**src/rtl/pwb_pkg.sv**
```systemverilog
package pwb_pkg;
  typedef enum logic [1:0] {SP_MEM, SP_IO, SP_CFG, SP_SPECIAL} space_e;
  typedef enum logic [2:0] {PR_ACCEPT, PR_RETRY, PR_DISCONNECT, PR_MABORT, PR_TABORT} presp_e;

  // strobes from control to datapath
  typedef struct packed {
    logic push;
    logic pop;
    logic loadHold;
    logic selHold;
  } dp_ctrl_t;
endpackage

```
**src/rtl/pwb_datapath.sv**
```systemverilog
module pwb_datapath import pwb_pkg::*; #(
  parameter int ADDR_W = 32,
  parameter int DATA_W = 32,
  parameter int DEPTH  = 2
) (
  input  logic                clk,
  input  logic                rstN,
  input  dp_ctrl_t            ctrl,
  input  logic [ADDR_W-1:0]   inAddr,
  input  logic [DATA_W-1:0]   inData,
  input  logic [DATA_W/8-1:0] inBe,
  input  logic [1:0]          inSpace,
  output logic                bufFull,
  output logic                bufEmpty,
  output logic [ADDR_W-1:0]   outAddr,
  output logic [DATA_W-1:0]   outData,
  output logic [DATA_W/8-1:0] outBe,
  output logic [1:0]          outSpace
);
  localparam int BE_W  = DATA_W / 8;
  localparam int PTR_W = (DEPTH > 1) ? $clog2(DEPTH) : 1;
  localparam int CNT_W = $clog2(DEPTH + 1);

  logic [ADDR_W-1:0] slotAddr  [DEPTH];
  logic [DATA_W-1:0] slotData  [DEPTH];
  logic [BE_W-1:0]   slotBe    [DEPTH];
  logic [1:0]        slotSpace [DEPTH];
  logic [PTR_W-1:0]  wrPtr, rdPtr;
  logic [CNT_W-1:0]  count;

  logic [ADDR_W-1:0] holdAddr;
  logic [DATA_W-1:0] holdData;
  logic [BE_W-1:0]   holdBe;
  logic [1:0]        holdSpace;

  function automatic logic [PTR_W-1:0] nextPtr(input logic [PTR_W-1:0] p);
    return (p == PTR_W'(DEPTH - 1)) ? '0 : p + 1'b1;
  endfunction

  assign bufFull  = (count == CNT_W'(DEPTH));
  assign bufEmpty = (count == '0);

  generate
    for (genvar g = 0; g < DEPTH; g++) begin : gSlot
      always_ff @(posedge clk) begin
        if (ctrl.push && wrPtr == PTR_W'(g)) begin
          slotAddr[g]  <= inAddr;
          slotData[g]  <= inData;
          slotBe[g]    <= inBe;
          slotSpace[g] <= inSpace;
        end
      end
    end
  endgenerate

  always_ff @(posedge clk) begin
    if (!rstN) begin
      wrPtr <= '0;
      rdPtr <= '0;
      count <= '0;
    end else begin
      if (ctrl.push) wrPtr <= nextPtr(wrPtr);
      if (ctrl.pop)  rdPtr <= nextPtr(rdPtr);
      case ({ctrl.push, ctrl.pop})
        2'b10:   count <= count + 1'b1;
        2'b01:   count <= count - 1'b1;
        default: count <= count;
      endcase
    end
  end

  always_ff @(posedge clk) begin
    if (ctrl.loadHold) begin
      holdAddr  <= inAddr;
      holdData  <= inData;
      holdBe    <= inBe;
      holdSpace <= inSpace;
    end
  end

  always_comb begin
    if (ctrl.selHold) begin
      outAddr  = holdAddr;
      outData  = holdData;
      outBe    = holdBe;
      outSpace = holdSpace;
    end else begin
      outAddr  = slotAddr[rdPtr];
      outData  = slotData[rdPtr];
      outBe    = slotBe[rdPtr];
      outSpace = slotSpace[rdPtr];
    end
  end

  a_r9_no_overflow: assert property (@(posedge clk) disable iff (!rstN)
    (ctrl.push && !ctrl.pop) |-> !bufFull);
  a_r3_pop_nonempty: assert property (@(posedge clk) disable iff (!rstN)
    ctrl.pop |-> !bufEmpty);
endmodule

```
**src/rtl/pwb_control.sv**
```systemverilog
module pwb_control import pwb_pkg::*; (
  input  logic       clk,
  input  logic       rstN,
  input  logic       reqValid,
  input  logic       reqWrite,
  input  logic       reqBurst,
  input  logic       reqLine,
  input  logic [1:0] reqSpace,
  input  logic       pciRespValid,
  input  logic [2:0] pciResp,
  input  logic       bufFull,
  input  logic       bufEmpty,
  output logic       slvWait,
  output logic       slvComplete,
  output logic       slvRearb,
  output logic       slvMErr,
  output logic       pciReq,
  output logic       errFlag,
  output dp_ctrl_t   ctrl
);
  typedef enum logic {ST_IDLE, ST_HOLD} state_e;
  state_e state;
  logic   backoff;

  space_e space;
  presp_e resp;
  logic singleWr, postSpace, idle, wantPost, wantHold;
  logic respOk, respRetry, respAbort, headResp, holdResp, holdDone;

  assign space     = space_e'(reqSpace);
  assign resp      = presp_e'(pciResp);
  assign idle      = (state == ST_IDLE);
  assign singleWr  = reqWrite && !reqBurst && !reqLine;
  assign postSpace = (space == SP_MEM) || (space == SP_IO);
  assign wantPost  = reqValid && singleWr && postSpace && idle;
  assign wantHold  = reqValid && singleWr && !postSpace && idle;

  assign respOk    = (resp == PR_ACCEPT) || (resp == PR_DISCONNECT);
  assign respRetry = (resp == PR_RETRY);
  assign respAbort = (resp == PR_MABORT) || (resp == PR_TABORT);

  // posted entries go first; held write only once the buffer is empty
  assign pciReq   = !backoff && (!bufEmpty || state == ST_HOLD);
  assign headResp = pciRespValid && pciReq && !bufEmpty;
  assign holdResp = pciRespValid && pciReq && bufEmpty && (state == ST_HOLD);
  assign holdDone = holdResp && (respOk || respRetry || respAbort);

  always_comb begin
    ctrl          = '0;
    ctrl.pop      = headResp && ((resp == PR_ACCEPT) || respAbort);
    ctrl.push     = wantPost && (!bufFull || ctrl.pop);
    ctrl.loadHold = wantHold;
    ctrl.selHold  = bufEmpty;
  end

  assign slvComplete = ctrl.push || (holdResp && (respOk || respAbort));
  assign slvMErr     = holdResp && respAbort;
  assign slvRearb    = holdResp && respRetry;
  assign slvWait     = (wantPost && !ctrl.push) || wantHold
                       || (state == ST_HOLD && !holdDone);

  always_ff @(posedge clk) begin
    if (!rstN) begin
      state   <= ST_IDLE;
      backoff <= 1'b0;
      errFlag <= 1'b0;
    end else begin
      if (wantHold)      state <= ST_HOLD;
      else if (holdDone) state <= ST_IDLE;
      backoff <= headResp && (respRetry || resp == PR_DISCONNECT);
      if (headResp && respAbort) errFlag <= 1'b1;
    end
  end

  a_r1_no_reply: assert property (@(posedge clk) disable iff (!rstN)
    (reqValid && idle && !singleWr) |-> (!slvWait && !slvComplete && !slvRearb));
  a_r4_backoff_gap: assert property (@(posedge clk) disable iff (!rstN)
    (headResp && (respRetry || resp == PR_DISCONNECT)) |=> !pciReq);
  a_r5_hold_waits: assert property (@(posedge clk) disable iff (!rstN)
    (state == ST_HOLD && !pciRespValid) |-> slvWait);
  a_r6_rearb_alone: assert property (@(posedge clk) disable iff (!rstN)
    slvRearb |-> !slvComplete);
  a_r8_merr_completes: assert property (@(posedge clk) disable iff (!rstN)
    slvMErr |-> slvComplete);
  a_r11_sticky: assert property (@(posedge clk) disable iff (!rstN)
    errFlag |=> errFlag);
endmodule

```
**src/rtl/pci_write_bridge.sv**
```systemverilog
module pci_write_bridge import pwb_pkg::*; #(
  parameter int ADDR_W = 32,
  parameter int DATA_W = 32,
  parameter int DEPTH  = 2
) (
  input  logic                clk,
  input  logic                rstN,
  input  logic                reqValid,
  input  logic                reqWrite,
  input  logic                reqBurst,
  input  logic                reqLine,
  input  logic [1:0]          reqSpace,
  input  logic [ADDR_W-1:0]   reqAddr,
  input  logic [DATA_W-1:0]   reqData,
  input  logic [DATA_W/8-1:0] reqBe,
  output logic                slvWait,
  output logic                slvComplete,
  output logic                slvRearb,
  output logic                slvMErr,
  output logic                pciReq,
  output logic [ADDR_W-1:0]   pciAddr,
  output logic [DATA_W-1:0]   pciData,
  output logic [DATA_W/8-1:0] pciBe,
  output logic [1:0]          pciSpace,
  input  logic                pciRespValid,
  input  logic [2:0]          pciResp,
  output logic                errFlag
);
  dp_ctrl_t ctrl;
  logic     bufFull, bufEmpty;

  pwb_control u_control (
    .clk, .rstN, .reqValid, .reqWrite, .reqBurst, .reqLine, .reqSpace,
    .pciRespValid, .pciResp, .bufFull, .bufEmpty,
    .slvWait, .slvComplete, .slvRearb, .slvMErr, .pciReq, .errFlag, .ctrl
  );

  pwb_datapath #(.ADDR_W(ADDR_W), .DATA_W(DATA_W), .DEPTH(DEPTH)) u_datapath (
    .clk, .rstN, .ctrl,
    .inAddr(reqAddr), .inData(reqData), .inBe(reqBe), .inSpace(reqSpace),
    .bufFull, .bufEmpty,
    .outAddr(pciAddr), .outData(pciData), .outBe(pciBe), .outSpace(pciSpace)
  );
endmodule

```
**config.mk**
```make
export PLATFORM = sky130hd
export DESIGN_NAME = pci_write_bridge
export DESIGN_NICKNAME = d
export VERILOG_FILES = /design/src/rtl/pwb_pkg.sv /design/src/rtl/pwb_datapath.sv /design/src/rtl/pwb_control.sv /design/src/rtl/pci_write_bridge.sv
export SDC_FILE = /design/constraint.sdc
export NUM_CORES = 1
export LEC_CHECK = 0
export ABC_CLOCK_PERIOD_IN_PS = 5200
export BUFFER_PORTS_ARGS = -buffer_cell sky130_fd_sc_hd__buf_2
export CAP_MARGIN = 0
export CORE_UTILIZATION = 52
export DETAILED_ROUTE_END_ITERATION = 10
export GPL_ROUTABILITY_DRIVEN = 0
export PLACE_DENSITY = 0.77
export SYNTH_ARGS = -nofsm -noshare
export SYNTH_HDL_FRONTEND = slang
export SYNTH_SLANG_ARGS = --single-unit
```
**constraint.sdc**
```tcl
create_clock -name clk -period 5.2 [get_ports clk]
set_clock_uncertainty 0.05 [all_clocks]
set_input_delay 0.78 -clock clk [delete_from_list [all_inputs] [get_ports clk]]
set_output_delay 0.78 -clock clk [all_outputs]
set_load 0.03 [all_outputs]
```
==> results.txt, run 1 <==
The number of DRC markers in iteration 0 came out at 289. The number of routed nets with antenna violations came out at 0. The run finished with clean final reports.

The count of H-tree levels built during CTS came out at 1. At the pin with the least slew margin, the transition time is 0.994 ns. STA classifies the critical path startpoint as a flop. In this run the clock root is driven by a sky130_fd_sc_hd__clkbuf_16. Across every metal layer, demand over resource in global routing totals 18.0%. The reg-to-reg setup timing slack came out at 2.70 ns. The worst-case setup margin in the final layout came out at 1.66 ns.

The initial cell density of the core is 53.6%. In the layout the commonest cells are sky130_fd_sc_hd__edfxtp_1, sky130_fd_sc_hd__buf_2, sky130_fd_sc_hd__nand2_1, sky130_fd_sc_hd__o21ai_0, sky130_fd_sc_hd__mux2i_1. From synthesis to final layout, the design area changed by 20.6%. Using the TritonRoute via totals, the vias-per-cell ratio works out to between 5 and 6. The via count of the first global-routing pass came out at roughly 4500. Setup repair after global routing left no endpoint under its margin.

The placement row count came out at 45. The upper clock frequency limit is ~0.28 GHz. The area of the mapped netlist came out at just over 8000 um^2.

The number of max-slew violations in the final report is 0. The count of different cell masters after synthesis came out at 31. STA classifies the critical path endpoint as a primary output.

The relative slew slack came out at 33.8%. The area of the die is between 15000 and 20000 um^2. The worst-path maximum fanout is 58. The iteration count of the initial detailed-routing pass came out at 4. The overflow left after global routing came out at 0. The fraction of final layout cells sized beyond drive strength 1 came out at ~30%.

The number of endpoints failing setup at the final stage is 0. The total of hold buffers inserted after clock tree synthesis is 0. The routed length per instance came out at 16.4 um.

The largest vdd supply drop is 0.000294 V. Synthesis inferred around 220 register bits. The vias after detailed routing came out at 4582.

The library cell used most frequently in the layout, excluding fill and tap cells, is sky130_fd_sc_hd__edfxtp_1. The static leakage power came out at around 3.6 nW. The number of buffers inserted to repair setup after CTS came out at 0.

The portion of the post-synthesis area used by sequential elements is slightly below 80%. The number of endpoints with negative hold slack in the final report came to 0. The required time of the worst setup path came out at about 4.4 ns. The die is 128 um tall.

The first-pass GRT wire length came out at 22600 um. The buffer depth of the longest clock path is 3. The ratio of final minimum period to clock period came out at 68.0%.

The accumulated negative setup slack is 0 ns. The worst-case reg-to-reg path depth came out at 5. The startpoint of the most critical register-to-register path is u_control.state.

The clock transition time at the flip-flop clock pins of the worst setup and hold paths came out at around 0.06 ns. The number of antenna violations at the first check in global routing is 1. Gates resized during post-CTS repair numbered 0. The number of nets in the final layout came out at 743. The critical path is of the flop to primary output type. Clock tree synthesis found a total of 218 sinks.

The die extent in x is approximately 130 um. Timing analysis after detailed placement gives a worst setup slack of 2.07 ns. The clock latency of the later-clocked register in the worst-skew pair came out at between 0.4 and 0.5 ns. A synthesized cell averages 16.4 um^2. The finished cells cover 9900 um^2. The top-level I/O count came out at approximately 160.

Max-cap violations in this run came to 0. Tracing the worst setup path back leads to its startpoint at u_datapath.count[0]. During synthesis, Yosys emitted a total of 0 warnings. Counting every instance in the synthesized netlist gives 500.

The area of the core is ~15000 um^2. The post-synthesis net count came out at 581. The HPWL after detailed placement came out at 8830 um. The class of the tightest hold or removal check is flop to flop. The critical path data arrival time is 2.71 ns.

The maximum number of pins on one net before global-route repair came out at 71. The final cell count without fillers is around 900. The DRC violations left is 0. The instance count after placement with tap cells included is 849. The minimum period implied by the final worst setup slack is 3.54 ns. The placed instance area came out at 9230 um^2. The endpoint identified for the worst register-to-register timing path is u_datapath.slotBe[0][3]. The TritonCTS clock tree is built. After detailed routing, the total wire length is 14600 um. The last element of the critical path is pciData[9]. Counting the buffers created by CTS gives 22.

The power per cell area came out at 359 nW/um^2. The port buffer count is 155.
## final cells by class
type                            instances  area [um^2]
Clock inverter                          8         61.3
Clock buffer                           30          602
Antenna cell                            1         2.50
Tap cell                              211          264
Multi-Input combinational cell        256         1640
Inverter                                3         11.3
Fill cell                            1127         5420
Timing Repair Buffer                  161          846
Sequential cell                       218         6470
## metrics by stage
| stage | hold WS [ns] | utilization [%] | power, mW |
|---|---|---|---|
| 3_5_place_dp | 0.410 | 60.3 | 2.14 |
| 2_1_floorplan | 0.401 | - | 2.06 |
| 3_3_place_gp | 0.393 | 60.3 | 2.13 |
| 5_1_grt | 0.423 | 64.6 | 3.66 |
| 6_report | 0.417 | 64.6 | 3.55 |
| 4_1_cts | 0.422 | 64.6 | 3.58 |
## per-layer routing
layer | vias up | part of all wire (%) | GRT usage [%]
met5 | - | 0 | 0
met1 | 2204 | 41 | 22.2
met4 | 0 | 2.1 | 4.84
met2 | 143 | 50 | 31.7
met3 | 28 | 6.5 | 4.56
li1 | 2207 | - | -
## synth_stat cells
| library cell | instances | area, um^2 |
|---|---|---|
| sky130_fd_sc_hd__nand2b_1 | 1 | 6.26 |
| sky130_fd_sc_hd__nor4b_2 | 1 | 15.0 |
| sky130_fd_sc_hd__o21a_1 | 2 | 15.0 |
| sky130_fd_sc_hd__and3b_2 | 1 | 10.0 |
| sky130_fd_sc_hd__ha_1 | 1 | 12.5 |
| sky130_fd_sc_hd__nor2_1 | 11 | 41.3 |
| sky130_fd_sc_hd__mux2_2 | 1 | 11.3 |
| sky130_fd_sc_hd__o21ai_4 | 1 | 16.3 |
| sky130_fd_sc_hd__inv_1 | 3 | 11.3 |
| sky130_fd_sc_hd__o211ai_2 | 1 | 12.5 |
| sky130_fd_sc_hd__nor4_1 | 1 | 6.26 |
| sky130_fd_sc_hd__nor2b_1 | 1 | 6.26 |
| sky130_fd_sc_hd__edfxtp_1 | 210 | 6310 |
| sky130_fd_sc_hd__clkbuf_1 | 7 | 26.3 |
| sky130_fd_sc_hd__nand3_1 | 1 | 5.00 |
| sky130_fd_sc_hd__nand4_1 | 1 | 6.26 |
| sky130_fd_sc_hd__and3_1 | 1 | 6.26 |
| sky130_fd_sc_hd__mux2i_1 | 71 | 711 |
| sky130_fd_sc_hd__or3_1 | 1 | 6.26 |
| sky130_fd_sc_hd__xnor2_1 | 2 | 17.5 |
| sky130_fd_sc_hd__or2_2 | 1 | 6.26 |
| sky130_fd_sc_hd__nand2_1 | 74 | 278 |
| sky130_fd_sc_hd__buf_2 | 15 | 75.1 |
| sky130_fd_sc_hd__nor2_4 | 1 | 11.3 |
| sky130_fd_sc_hd__xor2_1 | 2 | 17.5 |
| sky130_fd_sc_hd__dfxtp_1 | 8 | 160 |
| sky130_fd_sc_hd__nor4b_1 | 1 | 8.76 |
| sky130_fd_sc_hd__a21oi_1 | 3 | 15.0 |
| sky130_fd_sc_hd__buf_4 | 1 | 7.51 |
| sky130_fd_sc_hd__o21ai_0 | 74 | 370 |
| sky130_fd_sc_hd__and3b_1 | 1 | 8.76 |
## state kept, by name, indices dropped and copies added, names as in the netlist, named ones only
| name | count |
|---|---|
| u_datapath.holdBe | 4 |
| u_datapath.count | 2 |
| u_datapath.holdData | 32 |
| u_control.backoff | 1 |
| u_datapath.slotBe | 8 |
| u_datapath.wrPtr | 1 |
| u_control.state | 1 |
| u_control.errFlag | 1 |
| u_datapath.slotAddr | 64 |
| u_datapath.rdPtr | 1 |
| u_datapath.slotData | 64 |
| u_datapath.holdAddr | 32 |
| u_datapath.holdSpace | 2 |
| u_datapath.slotSpace | 4 |
## report_power, final
group | total, mW | internal, mW | switching (mW)
clock network | 1.45 | 0.856 | 0.595
registers | 1.94 | 1.94 | 0.00563
logic | 0.155 | 0.0507 | 0.104
total | 3.55 | 2.85 | 0.705
## critical path, stage by stage (launching register included)
cell                      delay [ns]
sky130_fd_sc_hd__dfxtp_1        0.37
sky130_fd_sc_hd__nor2_4         0.75
sky130_fd_sc_hd__buf_4          0.56
sky130_fd_sc_hd__nand2_1        0.11
sky130_fd_sc_hd__o21ai_0        0.14
sky130_fd_sc_hd__buf_2          0.26
## worst min-delay path by stage
| stage | start | slack (ns) | cells past startpoint | endpoint |
|---|---|---|---|---|
| floorplan | u_datapath.wrPtr | 0.40 | 2 | u_datapath.wrPtr |
| global placement | u_control.errFlag | 0.39 | 1 | u_control.errFlag |
| detailed placement | u_control.errFlag | 0.41 | 1 | u_control.errFlag |
| CTS | reqData[2] | 0.42 | 1 | u_datapath.holdData[2] |
| global route | reqBe[2] | 0.42 | 1 | u_datapath.holdBe[2] |
| finish | u_control.errFlag | 0.42 | 1 | u_control.errFlag |
## cells by family after synthesis
group | synth area share, %
xor gates and xnor gates | 0.427
buffers and inverters | 1.46
adders and majority gates | 0.152
AOI/OAI and AO/OA | 5.23
DFF | 78.8
muxes | 8.80
and+or+nand+nor | 5.14
(Power assumes the default switching activity.)
==> run 2, diff against run 1 <==
--- a/config.mk
+++ b/config.mk
@@ -5,10 +5,10 @@
 export SDC_FILE = /design/constraint.sdc
 export NUM_CORES = 1
 export LEC_CHECK = 0
-export ABC_CLOCK_PERIOD_IN_PS = 5200
+export ABC_CLOCK_PERIOD_IN_PS = 3100
 export BUFFER_PORTS_ARGS = -buffer_cell sky130_fd_sc_hd__buf_2
 export CAP_MARGIN = 0
-export CORE_UTILIZATION = 52
+export CORE_UTILIZATION = 50
 export DETAILED_ROUTE_END_ITERATION = 10
 export GPL_ROUTABILITY_DRIVEN = 0
 export PLACE_DENSITY = 0.77
==> constraint.sdc (replaced) <==
create_clock -name clk -period 3.1 [get_ports clk]
set_clock_uncertainty 0.05 [all_clocks]
set_input_delay 0.465 -clock clk [delete_from_list [all_inputs] [get_ports clk]]
set_output_delay 0.465 -clock clk [all_outputs]
set_load 0.03 [all_outputs]
==> results.txt, run 2 (synthesis gave the netlist of run 1 again) <==
The minimum period implied by the final worst setup slack came out at 2.68 ns. Measured along the y axis, the die boundary spans approximately 130 um. STA classifies the critical path startpoint as a flop. The initial cell density of the core came out at between 50% and 60%.

The global-route total usage across every layer is 17.5%. The via count of the first global-routing pass is 4556. The total of fill cells in the finished design came out at 1147. In the routed layout, each cell is associated on average with a via count of between 5 and 6. Setup repair after global routing left no endpoint under its margin.

The routed wire length is 15100 um. The tree is rooted in a sky130_fd_sc_hd__clkbuf_16. The worst hold path belongs to the class input pin to flop. The overflow left after global routing is 0.

The fraction of final layout cells sized beyond drive strength 1 is 30.6%. The number of endpoints with negative hold slack in the final report came out at 0. The flow ran to the end, and the final reports show no timing, DRC or antenna violations. The placement row count came out at 46.

The count of H-tree levels built during CTS is 1. The capture endpoint of the worst hold path is u_datapath.slotAddr[0][23]. The HPWL after detailed placement is 9040 um.

The slowest stage of the critical path belongs to the cell sky130_fd_sc_hd__buf_4. The ratio of final minimum period to clock period is between 80 and 90%. The number of antenna violations at the first check in global routing is 3. The number of routed nets with antenna violations is 0. The final standard cell area without fillers is ~10000 um^2. The first global-routing pass estimated roughly 23000 um of wire. Grouping stages by cell kind, the critical path spends the most delay in buffers and inverters. The number of buffers inserted to repair setup after CTS came out at 0.

Once routing completed, OpenROAD measured the worst setup slack at between 0.4 and 0.5 ns. The share of total power consumed by net switching came out at 19.9%. The number of cells on the worst hold path is 1. At the pin with the least slew margin, the transition time is 0.575 ns. The critical path in this run is classified as flop to primary output. The relative slew slack came out at 61.7%. TritonCTS built the clock tree.

The die covers 16900 um^2. The iteration count of the initial detailed-routing pass is 4. The port buffer count is roughly 160. The die extent in x came out at 130 um.

The maximum number of pins on one net before global-route repair came out at 95. The static leakage power came out at between 3 and 4 nW. The quantity of gates resized following cts came out at 0. The area of the core is 15900 um^2. The fraction of power consumed by the clock network is a little over two fifths. The number of DRC markers in iteration 0 is 285. The largest vdd supply drop is 0.000486 V. The total of hold buffers inserted after clock tree synthesis is 0. The clock latency of the later-clocked register in the worst-skew pair is 0.49 ns. Setup violations remaining at the end of the flow were counted as 0. The critical path data arrival time is 2.17 ns. The synthesis-to-layout area growth came out at 22.2%.

The DRC violations left came out at 0. Measured in cells, the most critical reg-to-reg path has a length of 6. The clock buffer count from CTS is 22. STA classifies the critical path endpoint as a primary output. The number of nets in the final layout is ~740. The startpoint identified for the worst hold timing path is reqAddr[23]. The worst stage delay on the critical path is 0.40 ns. Leaving out fill and tap cells, the most frequent cell in the layout is sky130_fd_sc_hd__edfxtp_1. The number of max-slew violations in the final report came out at 0. Traced cell by cell, the critical path runs through nor2_4, buf_4, nand4_1, a21oi_1, o21ai_0, buf_2. The startpoint of the most critical register-to-register path is u_control.state. The sink count of the clock tree is 218. The top-level I/O count came out at ~160. The combinational share of power is between 4 and 5%.

The critical register-to-register path endpoint is u_datapath.count[1]. The net switching power is around 1.2 mW. After clock tree synthesis, the clock-pin slew on the worst setup and hold paths is 0.06 ns. The count of max-cap constraint violations came out at 0. The buffer depth of the longest clock path came out at 3. The critical path contains buffers and inverters numbering 2 combined. Summing all placed instances gives a cell area of 9300 um^2. The required time of the worst setup path is 2.58 ns.

The post-placement setup slack came out at 0.846 ns. The final worst hold slack came out at 0.120 ns. The vias after detailed routing is 4625.

The worst register-to-register path has a setup slack of 1.11 ns. The largest registers in the layout are u_datapath.slotAddr (64), u_datapath.slotData (64). The power per cell area came out at 610 nW/um^2.

The routed length per instance is roughly 17 um. The total power after layout came out at 6.11 mW. The upper clock frequency limit is approximately 0.37 GHz. The accumulated negative setup slack came out at 0 ns. The sequential share of power came out at between 50% and 60%.

In the layout the commonest cells are sky130_fd_sc_hd__edfxtp_1, sky130_fd_sc_hd__buf_2, sky130_fd_sc_hd__nand2_1, sky130_fd_sc_hd__o21ai_0, sky130_fd_sc_hd__mux2i_1. The internal portion of the total power is about 4.9 mW. The worst-path maximum fanout is 48.
==> run 2: changes by cell type in the layout (fill, tap and decap cells not counted), sizes merged <==
| cell | delta |
|---|---|
| buf | +1 |
| bufinv | +1 |
| clkbuf | -4 |
| clkinv | +5 |
| diode | +1 |
==> run 2: worst max-delay path by stage <==
stage	from	end	slack, ns	cells after the start
after floorplan	reqBurst	u_datapath.slotAddr[0][0]	-0.23	4
after global placement	pciResp[1]	u_datapath.count[1]	0.90	7
after detailed placement	pciResp[1]	u_datapath.count[1]	0.85	7
after CTS	u_datapath.count[0]	slvRearb	0.38	5
after global routing	u_datapath.count[0]	slvWait	0.18	6
final	u_datapath.count[0]	slvWait	0.42	6
==> run 2: cell type report <==
| cell class | instances | area (um^2) | area share [%] |
|---|---|---|---|
| clock inverters | 14 | 119 | 1.19 |
| flip-flops and latches | 218 | 6470 | 64.5 |
| diodes | 2 | 5.00 | 0.0499 |
| well taps | 216 | 270 | 2.70 |
| clock buffers | 26 | 607 | 6.05 |
| repair buffers | 162 | 903 | 9.01 |
| inverters | 3 | 11.3 | 0.112 |
| multi-input cells | 256 | 1640 | 16.4 |
==> run 2: power by group through the flow <==
stage / clock network (mW) / logic, mW / registers, mW
global route: 2.76 / 0.288 / 3.26
CTS: 2.65 / 0.267 / 3.26
finish: 2.59 / 0.265 / 3.26
detailed placement: 0 / 0.266 / 3.32
global placement: 0 / 0.254 / 3.32
floorplan: 0 / 0.138 / 3.32
==> run 2: per-layer routing <==
metal | share of wire [%] | wire (um) | vias up | track usage, %
met5 | 0.066 | 10 | - | 0
met4 | 2.2 | 337 | 2 | 5.68
met3 | 7.1 | 1070 | 32 | 4.67
met2 | 50 | 7490 | 172 | 30.9
met1 | 41 | 6200 | 2201 | 20.9
li1 | - | - | 2218 | -
==> run 2: stage by stage <==
| step | std cells | util, % |
|---|---|---|
| detailed placement | 855 | 58.3 |
| CTS | 895 | 62.9 |
| global placement | 855 | 58.3 |
| global route | 897 | 62.9 |
| floorplan | 500 | - |
| finish | 897 | 62.9 |
==> run 3, diff against run 2 <==
==> constraint.sdc (replaced) <==
create_clock -name clk -period 3.1 [get_ports clk]
set_clock_uncertainty 0.05 [all_clocks]
set_input_delay 0.465 -clock clk [delete_from_list [all_inputs] [get_ports clk]]
set_output_delay 0.465 -clock clk [all_outputs]
set_load 0.01 [all_outputs]
==> results.txt, run 3 (synthesis gave the netlist of run 1 again) <==
The area occupied by multi-input gates came out at 1640 um^2. The global-route total usage across every layer is 17.4%. The class of the tightest hold or removal check is input pin to flop. STA classifies the critical path endpoint as a primary output. The first-pass GRT wire length is between 20000 and 25000 um. The detail-routed via count per cell is 5.17.

The routed length per instance came out at 16.8 um. The via count of the first global-routing pass came out at 4559. The largest registers in the layout are u_datapath.slotAddr (64), u_datapath.slotData (64).

The upper clock frequency limit is 0.380 GHz. The worst-path maximum fanout came out at 29. In the layout the commonest cells are sky130_fd_sc_hd__edfxtp_1, sky130_fd_sc_hd__buf_2, sky130_fd_sc_hd__nand2_1, sky130_fd_sc_hd__o21ai_0, sky130_fd_sc_hd__mux2i_1.

The HPWL after detailed placement is 9350 um. Clock latency on the worst-skew pair, taken at its later pin, is 0.49 ns. The number of endpoints with negative hold slack in the final report came out at 0.

After layout, the worst setup slack is 0.467 ns. The completed layout was analyzed and its total power is 5.84 mW. The area taken by flip-flops and latches came out at 6470 um^2.

After the first detailed-routing iteration, the DRC count stood at 254. The die is 130 um wide. The share of total power consumed by net switching came out at between 10% and 20%. The relative slew slack is 57.8%. Power spread over the standard cell area amounts to 588 nW/um^2. The top-level I/O count came out at 156. Along the worst hold path, the cell count comes to 1. The placement row count is 46.

The fraction of power consumed by the clock network is 40.5%. Post-CTS repair changed the size of 0 cells. The worst-case reg-to-reg path depth came out at 5. Clock tree synthesis inserted a total of 22 buffers.

The slew at the pin closest to its max-slew limit came out at 0.633 ns. Setup violations remaining at the end of the flow were counted as 0. TritonCTS built the clock tree.

The synthesis-to-layout area growth came out at 21.0%. The worst setup path is launched from a flop. The count of buffers added on input and output ports is 155.

For this run, the detailed router's first-pass iteration total came to 6. The fraction of final layout cells sized beyond drive strength 1 is 30.6%. Entering global routing, the biggest net connects 93 pins. The number of max-slew violations in the final report is 0. In this run the remaining antenna-violating nets after routing total 0. The routed design has 15000 um of wire. The static leakage power came out at 3.57 nW. Final hold analysis gives a worst-case slack of 0.120 ns. The count of max-cap constraint violations is 0. The buffer depth of the longest clock path is 3. The number of nets in the final layout is about 750. The required time of the worst setup path is 2.58 ns. Data arrives at the worst endpoint at approximately 2.1 ns. The area of the die came out at 16900 um^2. The sink count of the clock tree is 218. The floorplan die height came out at 130 um.

The initial cell density of the core came out at 51.5%. The run finished with clean final reports. The sequential share of power is 55.8%.

IR analysis of the VDD net gives a maximum drop of a little under 0.0004 V. The number of antenna violations at the first check in global routing came out at 1. After clock tree synthesis, the flow added hold-fix buffers numbering 0. The path type of the worst setup path is flop to primary output. Setup repair after global routing left no endpoint under its margin. For this run, design rule violations remaining after detail routing come to 0. CTS built an H-tree with a depth of 1. The number of buffers inserted to repair setup after CTS is 0. The library cell used most frequently in the layout, excluding fill and tap cells, is sky130_fd_sc_hd__edfxtp_1. The vias after detailed routing came out at 4636. The internal power of the cells totals about 4.7 mW. The net switching power came out at 1.16 mW. In this run the standard cell core region covers around 16000 um^2.

Timing analysis after detailed placement gives a worst setup slack of 0.781 ns. The ratio of final minimum period to clock period came out at 84.9%. The total of fill cells in the finished design came out at 1188. Summed over all layers, the global routing overflow is 0.

Clock tree synthesis selected as its root buffer the cell sky130_fd_sc_hd__clkbuf_16. The accumulated negative setup slack came out at 0 ns. The combinational share of power came out at 3.7%. For the finished layout, the period the worst path requires is 2.63 ns. The clock transition time at the flip-flop clock pins of the worst setup and hold paths came out at 0.06 ns.
==> run 3: path summary, 6_finish.rpt <==
check,from,to,slack [ns]
worst min register to register,u_control.errFlag,u_control.errFlag,0.41
worst max register to register,u_control.state,u_datapath.slotAddr[1][19],0.98
worst max-delay path,flop,pciData[26],0.47
worst min-delay path,reqData[2],u_datapath.slotData[1][2],0.12
==> run 3: power groups by stage <==
stage	Sequential, mW	Clock, mW	Combinational (mW)
detailed placement	3.32	0	0.215
global route	3.26	2.52	0.237
floorplan	3.32	0	0.0882
finish	3.26	2.37	0.214
CTS	3.26	2.41	0.216
global placement	3.32	0	0.203
==> run 3: layout make-up <==
cell class,count,share of cell area (%)
Sequential cell,218,65.2
Multi-Input combinational cell,256,16.5
Timing Repair Buffer,164,8.87
Clock buffer,23,5.80
Tap cell,216,2.72
Clock inverter,16,0.806
Inverter,3,0.113
Antenna cell,1,0.0252
==> run 3: worst max-delay path, cell delays in order (launching register included) <==
cell and delay (ns):
sky130_fd_sc_hd__dfxtp_4 0.71, sky130_fd_sc_hd__buf_4 0.37, sky130_fd_sc_hd__mux2i_1 0.12, sky130_fd_sc_hd__o21ai_0 0.25, sky130_fd_sc_hd__buf_2 0.19
==> run 3: layer usage <==
metal	vias to the layer above	GRT usage [%]	wire, um
li1	2218	-	-
met2	130	31.1	7590
met5	-	0	0
met3	26	4.26	1060
met1	2262	21.1	6100
met4	0	4.86	293
==> run 3: per-stage QoR <==
| stage | instances | util, % | instance area (um^2) |
|---|---|---|---|
| global route | 897 | 62.3 | 9930 |
| detailed placement | 857 | 58.2 | 9270 |
| finish | 897 | 62.3 | 9930 |
| global placement | 857 | 58.2 | 9270 |
| CTS | 896 | 62.3 | 9930 |
| floorplan | 500 | - | 8210 |
